--- src/rtl/mr_pkg.sv ---
package mr_pkg;
    typedef enum logic [3:0] {
        S_IDLE,
        S_SPLIT,
        S_REQ,
        S_RED,
        S_EXP,
        S_EXPM,
        S_EXPS,
        S_CHK,
        S_SQR
    } mr_state_e;
endpackage

--- src/rtl/mr_split.sv ---
// Strips trailing zero bits: v = 2^s * d with d odd (v nonzero).
module mr_split #(
    parameter int W  = 32,
    localparam int SW = $clog2(W)
) (
    input  logic [W-1:0]  v_i,
    output logic [W-1:0]  d_o,
    output logic [SW-1:0] s_o
);
    logic found;

    always_comb begin
        s_o   = '0;
        found = 1'b0;
        for (int i = 0; i < W; i++) begin
            if (!found && v_i[i]) begin
                s_o   = SW'(i);
                found = 1'b1;
            end
        end
        d_o = v_i >> s_o;
    end
endmodule

--- src/rtl/mr_modmul.sv ---
// Sequential shift-add modular multiplier: res = (x * y) mod m.
// x is scanned MSB first and may be any value; y must be below m.
module mr_modmul #(
    parameter int W  = 32,
    localparam int CW = $clog2(W + 1)
) (
    input  logic         clk,
    input  logic         rst_n,
    input  logic         go_i,
    input  logic [W-1:0] x_i,
    input  logic [W-1:0] y_i,
    input  logic [W-1:0] m_i,
    output logic         done_o,
    output logic [W-1:0] res_o
);
    typedef struct packed {
        logic          busy;
        logic          done;
        logic [CW-1:0] cnt;
        logic [W-1:0]  x;
        logic [W-1:0]  y;
        logic [W-1:0]  m;
        logic [W-1:0]  acc;
    } mm_t;

    mm_t q, d;
    logic [W:0] t1, t2;

    always_comb begin
        d      = q;
        d.done = 1'b0;
        t1     = '0;
        t2     = '0;
        if (!q.busy) begin
            if (go_i) begin
                d.busy = 1'b1;
                d.cnt  = CW'(W);
                d.x    = x_i;
                d.y    = y_i;
                d.m    = m_i;
                d.acc  = '0;
            end
        end else begin
            t1 = {q.acc, 1'b0};
            if (t1 >= {1'b0, q.m}) t1 = t1 - {1'b0, q.m};
            t2 = t1 + (q.x[W-1] ? {1'b0, q.y} : '0);
            if (t2 >= {1'b0, q.m}) t2 = t2 - {1'b0, q.m};
            d.acc = t2[W-1:0];
            d.x   = q.x << 1;
            d.cnt = q.cnt - 1'b1;
            if (q.cnt == CW'(1)) begin
                d.busy = 1'b0;
                d.done = 1'b1;
            end
        end
    end

    always_ff @(posedge clk or negedge rst_n) begin
        if (!rst_n) q <= '0;
        else        q <= d;
    end

    assign done_o = q.done;
    assign res_o  = q.acc;

    // every product or reduction comes out below its modulus
    p_res_below_mod_r3: assert property (@(posedge clk) disable iff (!rst_n)
        q.done |-> (q.acc < q.m));
endmodule

--- src/rtl/mr_prime_tester.sv ---
module mr_prime_tester #(
    parameter int WIDTH  = 32,
    parameter int ROUNDS = 4
) (
    input  logic             clk,
    input  logic             rst_n,
    input  logic             start,
    input  logic [WIDTH-1:0] n_in,
    output logic             base_req,
    input  logic             base_ack,
    input  logic [WIDTH-1:0] base_raw,
    output logic             done,
    output logic             prime
);
    import mr_pkg::*;

    localparam int SW = $clog2(WIDTH);
    localparam int RW = $clog2(ROUNDS + 1);

    typedef struct packed {
        mr_state_e        st;
        logic [WIDTH-1:0] n;
        logic [WIDTH-1:0] d;
        logic [SW-1:0]    s;
        logic [SW-1:0]    sq;
        logic [WIDTH-1:0] e;
        logic [WIDTH-1:0] base;
        logic [WIDTH-1:0] x;
        logic [RW-1:0]    rnd;
        logic             done;
        logic             prime;
    } tst_t;

    tst_t q, nx;

    logic [WIDTH-1:0] nm1;
    logic [WIDTH-1:0] sp_d;
    logic [SW-1:0]    sp_s;
    logic             mul_go, mul_done;
    logic [WIDTH-1:0] mul_x, mul_y, mul_m, mul_res;

    assign nm1 = q.n - WIDTH'(1);

    mr_split #(.W(WIDTH)) split_i (
        .v_i (nm1),
        .d_o (sp_d),
        .s_o (sp_s)
    );

    mr_modmul #(.W(WIDTH)) mul_i (
        .clk    (clk),
        .rst_n  (rst_n),
        .go_i   (mul_go),
        .x_i    (mul_x),
        .y_i    (mul_y),
        .m_i    (mul_m),
        .done_o (mul_done),
        .res_o  (mul_res)
    );

    always_comb begin
        nx      = q;
        nx.done = 1'b0;
        mul_go  = 1'b0;
        mul_x   = '0;
        mul_y   = '0;
        mul_m   = q.n;
        case (q.st)
            S_IDLE: begin
                if (start) begin
                    nx.n   = n_in;
                    nx.rnd = '0;
                    if (n_in == WIDTH'(3)) begin
                        nx.done  = 1'b1;
                        nx.prime = 1'b1;
                    end else begin
                        nx.st = S_SPLIT;
                    end
                end
            end
            S_SPLIT: begin
                nx.d  = sp_d;
                nx.s  = sp_s;
                nx.st = S_REQ;
            end
            S_REQ: begin
                if (base_ack) begin
                    mul_go = 1'b1;
                    mul_x  = base_raw;
                    mul_y  = WIDTH'(1);
                    mul_m  = q.n - WIDTH'(3);
                    nx.st  = S_RED;
                end
            end
            S_RED: begin
                if (mul_done) begin
                    nx.base = mul_res + WIDTH'(2);
                    nx.x    = WIDTH'(1);
                    nx.e    = q.d;
                    nx.st   = S_EXP;
                end
            end
            S_EXP: begin
                if (q.e == '0) begin
                    nx.st = S_CHK;
                end else if (q.e[0]) begin
                    mul_go = 1'b1;
                    mul_x  = q.x;
                    mul_y  = q.base;
                    nx.st  = S_EXPM;
                end else begin
                    nx.e   = q.e >> 1;
                    mul_go = 1'b1;
                    mul_x  = q.base;
                    mul_y  = q.base;
                    nx.st  = S_EXPS;
                end
            end
            S_EXPM: begin
                if (mul_done) begin
                    nx.x    = mul_res;
                    nx.e[0] = 1'b0;
                    nx.st   = S_EXP;
                end
            end
            S_EXPS: begin
                if (mul_done) begin
                    nx.base = mul_res;
                    nx.st   = S_EXP;
                end
            end
            S_CHK: begin
                if (q.x == WIDTH'(1) || q.x == nm1) begin
                    if (q.rnd == RW'(ROUNDS - 1)) begin
                        nx.done  = 1'b1;
                        nx.prime = 1'b1;
                        nx.st    = S_IDLE;
                    end else begin
                        nx.rnd = q.rnd + 1'b1;
                        nx.st  = S_REQ;
                    end
                end else if (q.s == SW'(1)) begin
                    nx.done  = 1'b1;
                    nx.prime = 1'b0;
                    nx.st    = S_IDLE;
                end else begin
                    nx.sq  = q.s - 1'b1;
                    mul_go = 1'b1;
                    mul_x  = q.x;
                    mul_y  = q.x;
                    nx.st  = S_SQR;
                end
            end
            S_SQR: begin
                if (mul_done) begin
                    nx.x = mul_res;
                    if (mul_res == nm1) begin
                        if (q.rnd == RW'(ROUNDS - 1)) begin
                            nx.done  = 1'b1;
                            nx.prime = 1'b1;
                            nx.st    = S_IDLE;
                        end else begin
                            nx.rnd = q.rnd + 1'b1;
                            nx.st  = S_REQ;
                        end
                    end else if (mul_res == WIDTH'(1) || q.sq == SW'(1)) begin
                        nx.done  = 1'b1;
                        nx.prime = 1'b0;
                        nx.st    = S_IDLE;
                    end else begin
                        nx.sq  = q.sq - 1'b1;
                        mul_go = 1'b1;
                        mul_x  = mul_res;
                        mul_y  = mul_res;
                    end
                end
            end
            default: nx.st = S_IDLE;
        endcase
    end

    always_ff @(posedge clk or negedge rst_n) begin
        if (!rst_n) begin
            q    <= '0;
            q.st <= S_IDLE;
        end else begin
            q <= nx;
        end
    end

    assign base_req = (q.st == S_REQ);
    assign done     = q.done;
    assign prime    = q.prime;

    // the split held for the rounds is odd and rebuilds n-1
    p_split_odd_r2: assert property (@(posedge clk) disable iff (!rst_n)
        (q.st == S_REQ) |-> (q.d[0] && ((q.d << q.s) == nm1)));

    // a freshly mapped base lies in [2, n-2]
    p_base_range_r3: assert property (@(posedge clk) disable iff (!rst_n)
        ($past(q.st) == S_RED && q.st == S_EXP) |->
            (q.base >= WIDTH'(2) && q.base <= q.n - WIDTH'(2)));

    // the round index never reaches the round count
    p_round_bound_r7: assert property (@(posedge clk) disable iff (!rst_n)
        q.rnd < RW'(ROUNDS));

    // candidate 3 is reported prime on the next cycle
    p_three_prime_r8: assert property (@(posedge clk) disable iff (!rst_n)
        (q.st == S_IDLE && start && n_in == WIDTH'(3)) |=> (done && prime));

    // done never lasts two cycles
    p_done_pulse_r9: assert property (@(posedge clk) disable iff (!rst_n)
        done |=> !done);

    // without start, an idle tester stays idle whatever base_ack does
    p_idle_holds_r11: assert property (@(posedge clk) disable iff (!rst_n)
        (q.st == S_IDLE && !start) |=> (q.st == S_IDLE && !done));
endmodule

--- config.mk ---
export PLATFORM = sky130hd
export DESIGN_NAME = mr_prime_tester
export DESIGN_NICKNAME = d
export VERILOG_FILES = /design/src/rtl/mr_pkg.sv /design/src/rtl/mr_split.sv /design/src/rtl/mr_modmul.sv /design/src/rtl/mr_prime_tester.sv
export SDC_FILE = /design/constraint.sdc
export NUM_CORES = 1
export LEC_CHECK = 0
export ABC_AREA = 1
export CORE_MARGIN = 2
export CORE_UTILIZATION = 51
export DETAILED_ROUTE_END_ITERATION = 10
export GPL_ROUTABILITY_DRIVEN = 0
export PLACE_DENSITY = 0.68
export SKIP_CTS_REPAIR_TIMING = 1
export SLEW_MARGIN = 20
export SYNTH_ARGS = -nofsm -noshare
export SYNTH_HDL_FRONTEND = slang
export SYNTH_SLANG_ARGS = --single-unit
--- constraint.sdc ---
create_clock -name clk -period 21.7 [get_ports clk]
set_input_delay 6.51 -clock clk [delete_from_list [all_inputs] [get_ports clk]]
set_output_delay 6.51 -clock clk [all_outputs]
set_load 0.02 [all_outputs]
==> impl_metrics.json <==
{
  "grt_pass1_vias": 23800,
  "endpoint_kind": "flip-flop",
  "grt_usage": 0.343,
  "clockBufferDepth": 3,
  "hpwl_um": 62600,
  "path_buf_inv": 5,
  "antenna_found_initial": 0,
  "post_synth_instance_area_mm2": 0.0243,
  "min_from": "q[129]$_DFFE_PN0P_",
  "synth.avg_cell_area_um2": 6.98,
  "drive_gt1_frac": 0.0561,
  "maxCapViolations": 0,
  "clock-root-buffer": "clkbuf_16",
  "maxSlewViolCount": 0,
  "fin_nets": 3662,
  "critPathMaxStageDelay_ps": 610,
  "hold_viol": 0,
  "slew_headroom": 0.142,
  "ys.flop_type": "dfrtp_1",
  "whs_ps": 483,
  "status": "completed",
  "reg2reg_to": "mul_i.res_o[18]$_DFFE_PN0P_",
  "cp_top_family": "compound AO/OA/AOI/OAI gates",
  "finalWirelength_um": 85200,
  "ys_ff_latch": 315,
  "max_freq_mhz": 91.7,
  "fin_crit_sh": 0.503,
  "port_buffers": 70,
  "rsz0062_at_grt": "no",
  "layout_min_cycle_time_ps": 10910,
  "slowest_stage": "o21ai_0",
  "final-setup-viol-count": 0,
  "cts.sinks": 315,
  "yosysWarnings": 0,
  "start_util": 0.519,
  "crit_type": "flip-flop to flip-flop",
  "synthCells": 3479,
  "dr.first_iter.drc_count": 3368,
  "postRouteAntennaNets": 0,
  "viasPerCell": 6.11,
  "layout_commonest_cell": "nand2_1",
  "clk_pin_slew_ps": 60,
  "cts_buffers": 38,
  "clock_latency_ps": 580,
  "synth-edff-count": 0,
  "gr-total-overflow": 0,
  "cp_max_fo": 58,
  "crit_cells": 50,
  "rr_startpoint": "mul_i.res_o[1]$_DFFE_PN0P_",
  "cp.arrival_ps": 11320,
  "critical_path_required_ps": 22110,
  "hold_path.class": "flip-flop to flip-flop",
  "dieArea_mm2": 0.0494,
  "r2r_cells": 50,
  "hold_path_depth": 2,
  "htree_levels": 2,
  "areaGrowthSynthToFinish_pct": 10.5,
  "core.rowCount": 79,
  "dr.pass1.iters": 7,
  "ys_types": 63,
  "dieWidth_um": 222,
  "final_cell_mix": "nand2_1 (789), inv_1 (417), nand3_1 (335)",
  "vias": 25100,
  "cts_tree": "built",
  "synthArstFlopShare": 1.00,
  "reg2reg_slack_ps": 10790,
  "diodes": 0,
  "synth_nets": 3658,
  "setup_tns_ps": 0,
  "synth-seq-area-share": 0.325,
  "ios": 71,
  "grt_pass1_wl_um": 134000,
  "holdPathEnd": "q[129]$_DFFE_PN0P_",
  "drt-wirelength-per-cell_um": 20.7,
  "core_area_mm2": 0.0468,
  "drc": 0,
  "finClkSkew_ps": 20.8,
  "worst_pin_slew_ps": 1270,
  "grt_max_degree": 120,
  "critical_path.startpoint_type": "flip-flop",
  "die_h_um": 222
}
==> final cells by class <==
| class | instances | area (um^2) |
|---|---|---|
| tap | 607 | 759 |
| inverter | 443 | 1660 |
| multi-input combinational | 2577 | 14200 |
| clock inverter | 18 | 264 |
| clock buffer | 50 | 1070 |
| fill | 4412 | 19900 |
| timing repair buffer | 108 | 1010 |
| sequential | 315 | 7890 |
==> through the flow <==
| stage | util | area [um^2] | std cells | setup slack [ps] |
|---|---|---|---|---|
| 2_1_floorplan | - | 24300 | 3479 | 13430 |
| 3_5_place_dp | 0.545 | 25500 | 4049 | 11140 |
| 4_1_cts | 0.574 | 26800 | 4117 | 11070 |
| 5_1_grt | 0.574 | 26800 | 4118 | 10110 |
| 3_3_place_gp | 0.545 | 25500 | 4049 | 11590 |
| 6_report | 0.574 | 26800 | 4118 | 10790 |
==> how the worst max path moves through the flow <==
stage,startpoint,end,slack [ps]
6_report,mul_i.res_o[1]$_DFFE_PN0P_,mul_i.res_o[18]$_DFFE_PN0P_,10790
5_1_grt,mul_i.res_o[1]$_DFFE_PN0P_,mul_i.res_o[19]$_DFFE_PN0P_,10110
4_1_cts,mul_i.res_o[1]$_DFFE_PN0P_,mul_i.res_o[18]$_DFFE_PN0P_,11070
3_5_place_dp,mul_i.res_o[1]$_DFFE_PN0P_,mul_i.res_o[18]$_DFFE_PN0P_,11140
3_3_place_gp,mul_i.res_o[1]$_DFFE_PN0P_,mul_i.res_o[19]$_DFFE_PN0P_,11590
2_1_floorplan,mul_i.res_o[1]$_DFFE_PN0P_,mul_i.res_o[14]$_DFFE_PN0P_,13430
==> routing by layer <==
| layer | track usage | wire (um) |
|---|---|---|
| met5 | 0 | 0 |
| met4 | 0.198 | 5470 |
| met3 | 0.0663 | 8480 |
| met2 | 0.508 | 35800 |
| met1 | 0.470 | 35400 |
==> sequential cells by signal, summed over array words and instances, names as in the netlist <==
name,flops
q,177
mul_i.res_o,32
mul_i.q,103
done,1
prime,1
mul_i.done_o,1
==> cell usage after synthesis, types with 14 or more instances <==
cell type,count,area share
nand2_1,791,0.12
inv_1,417,0.064
nand3_1,335,0.069
o21ai_0,332,0.068
dfrtp_1,315,0.32
nor2_1,202,0.031
a21oi_1,152,0.031
xor2_1,149,0.054
ha_1,108,0.056
clkbuf_1,99,0.015
nand4_1,67,0.017
o21ai_1,57,0.012
o211ai_1,55,0.017
xnor2_1,41,0.015
o22ai_1,38,0.0098
nor4_1,34,0.0088
buf_2,33,0.0068
nor3_1,33,0.0068
a22oi_1,30,0.0093
inv_2,24,0.0037
nor2_2,15,0.0039
o31ai_1,14,0.0043
==> kinds of logic (layout without fill, tap and decap cells) <==
group,after synthesis,after routing,synth area share
XOR/XNOR,194,194,0.0712
flip-flops,315,315,0.325
AND/OR/NAND/NOR,1518,1518,0.276
buffers and inverters,587,619,0.0933
multiplexers,1,1,0.000412
AO/OA/AOI/OAI,753,753,0.177
adder cells (fa/ha/maj),111,111,0.0581
==> worst register-to-register path, delay by kind of cell (launching register included) <==
family / cells / cell delay, ps
AOI/OAI and AO/OA: 28 / 6210
xor gates and xnor gates: 1 / 230
adders and majority gates: 3 / 1100
buffers and inverters: 5 / 1100
DFF: 1 / 480
and+or+nand+nor: 13 / 1620
Power is left out: the tool's default activity adds up to more than one toggle a clock period on the data nets, which glitch-free logic cannot reach.
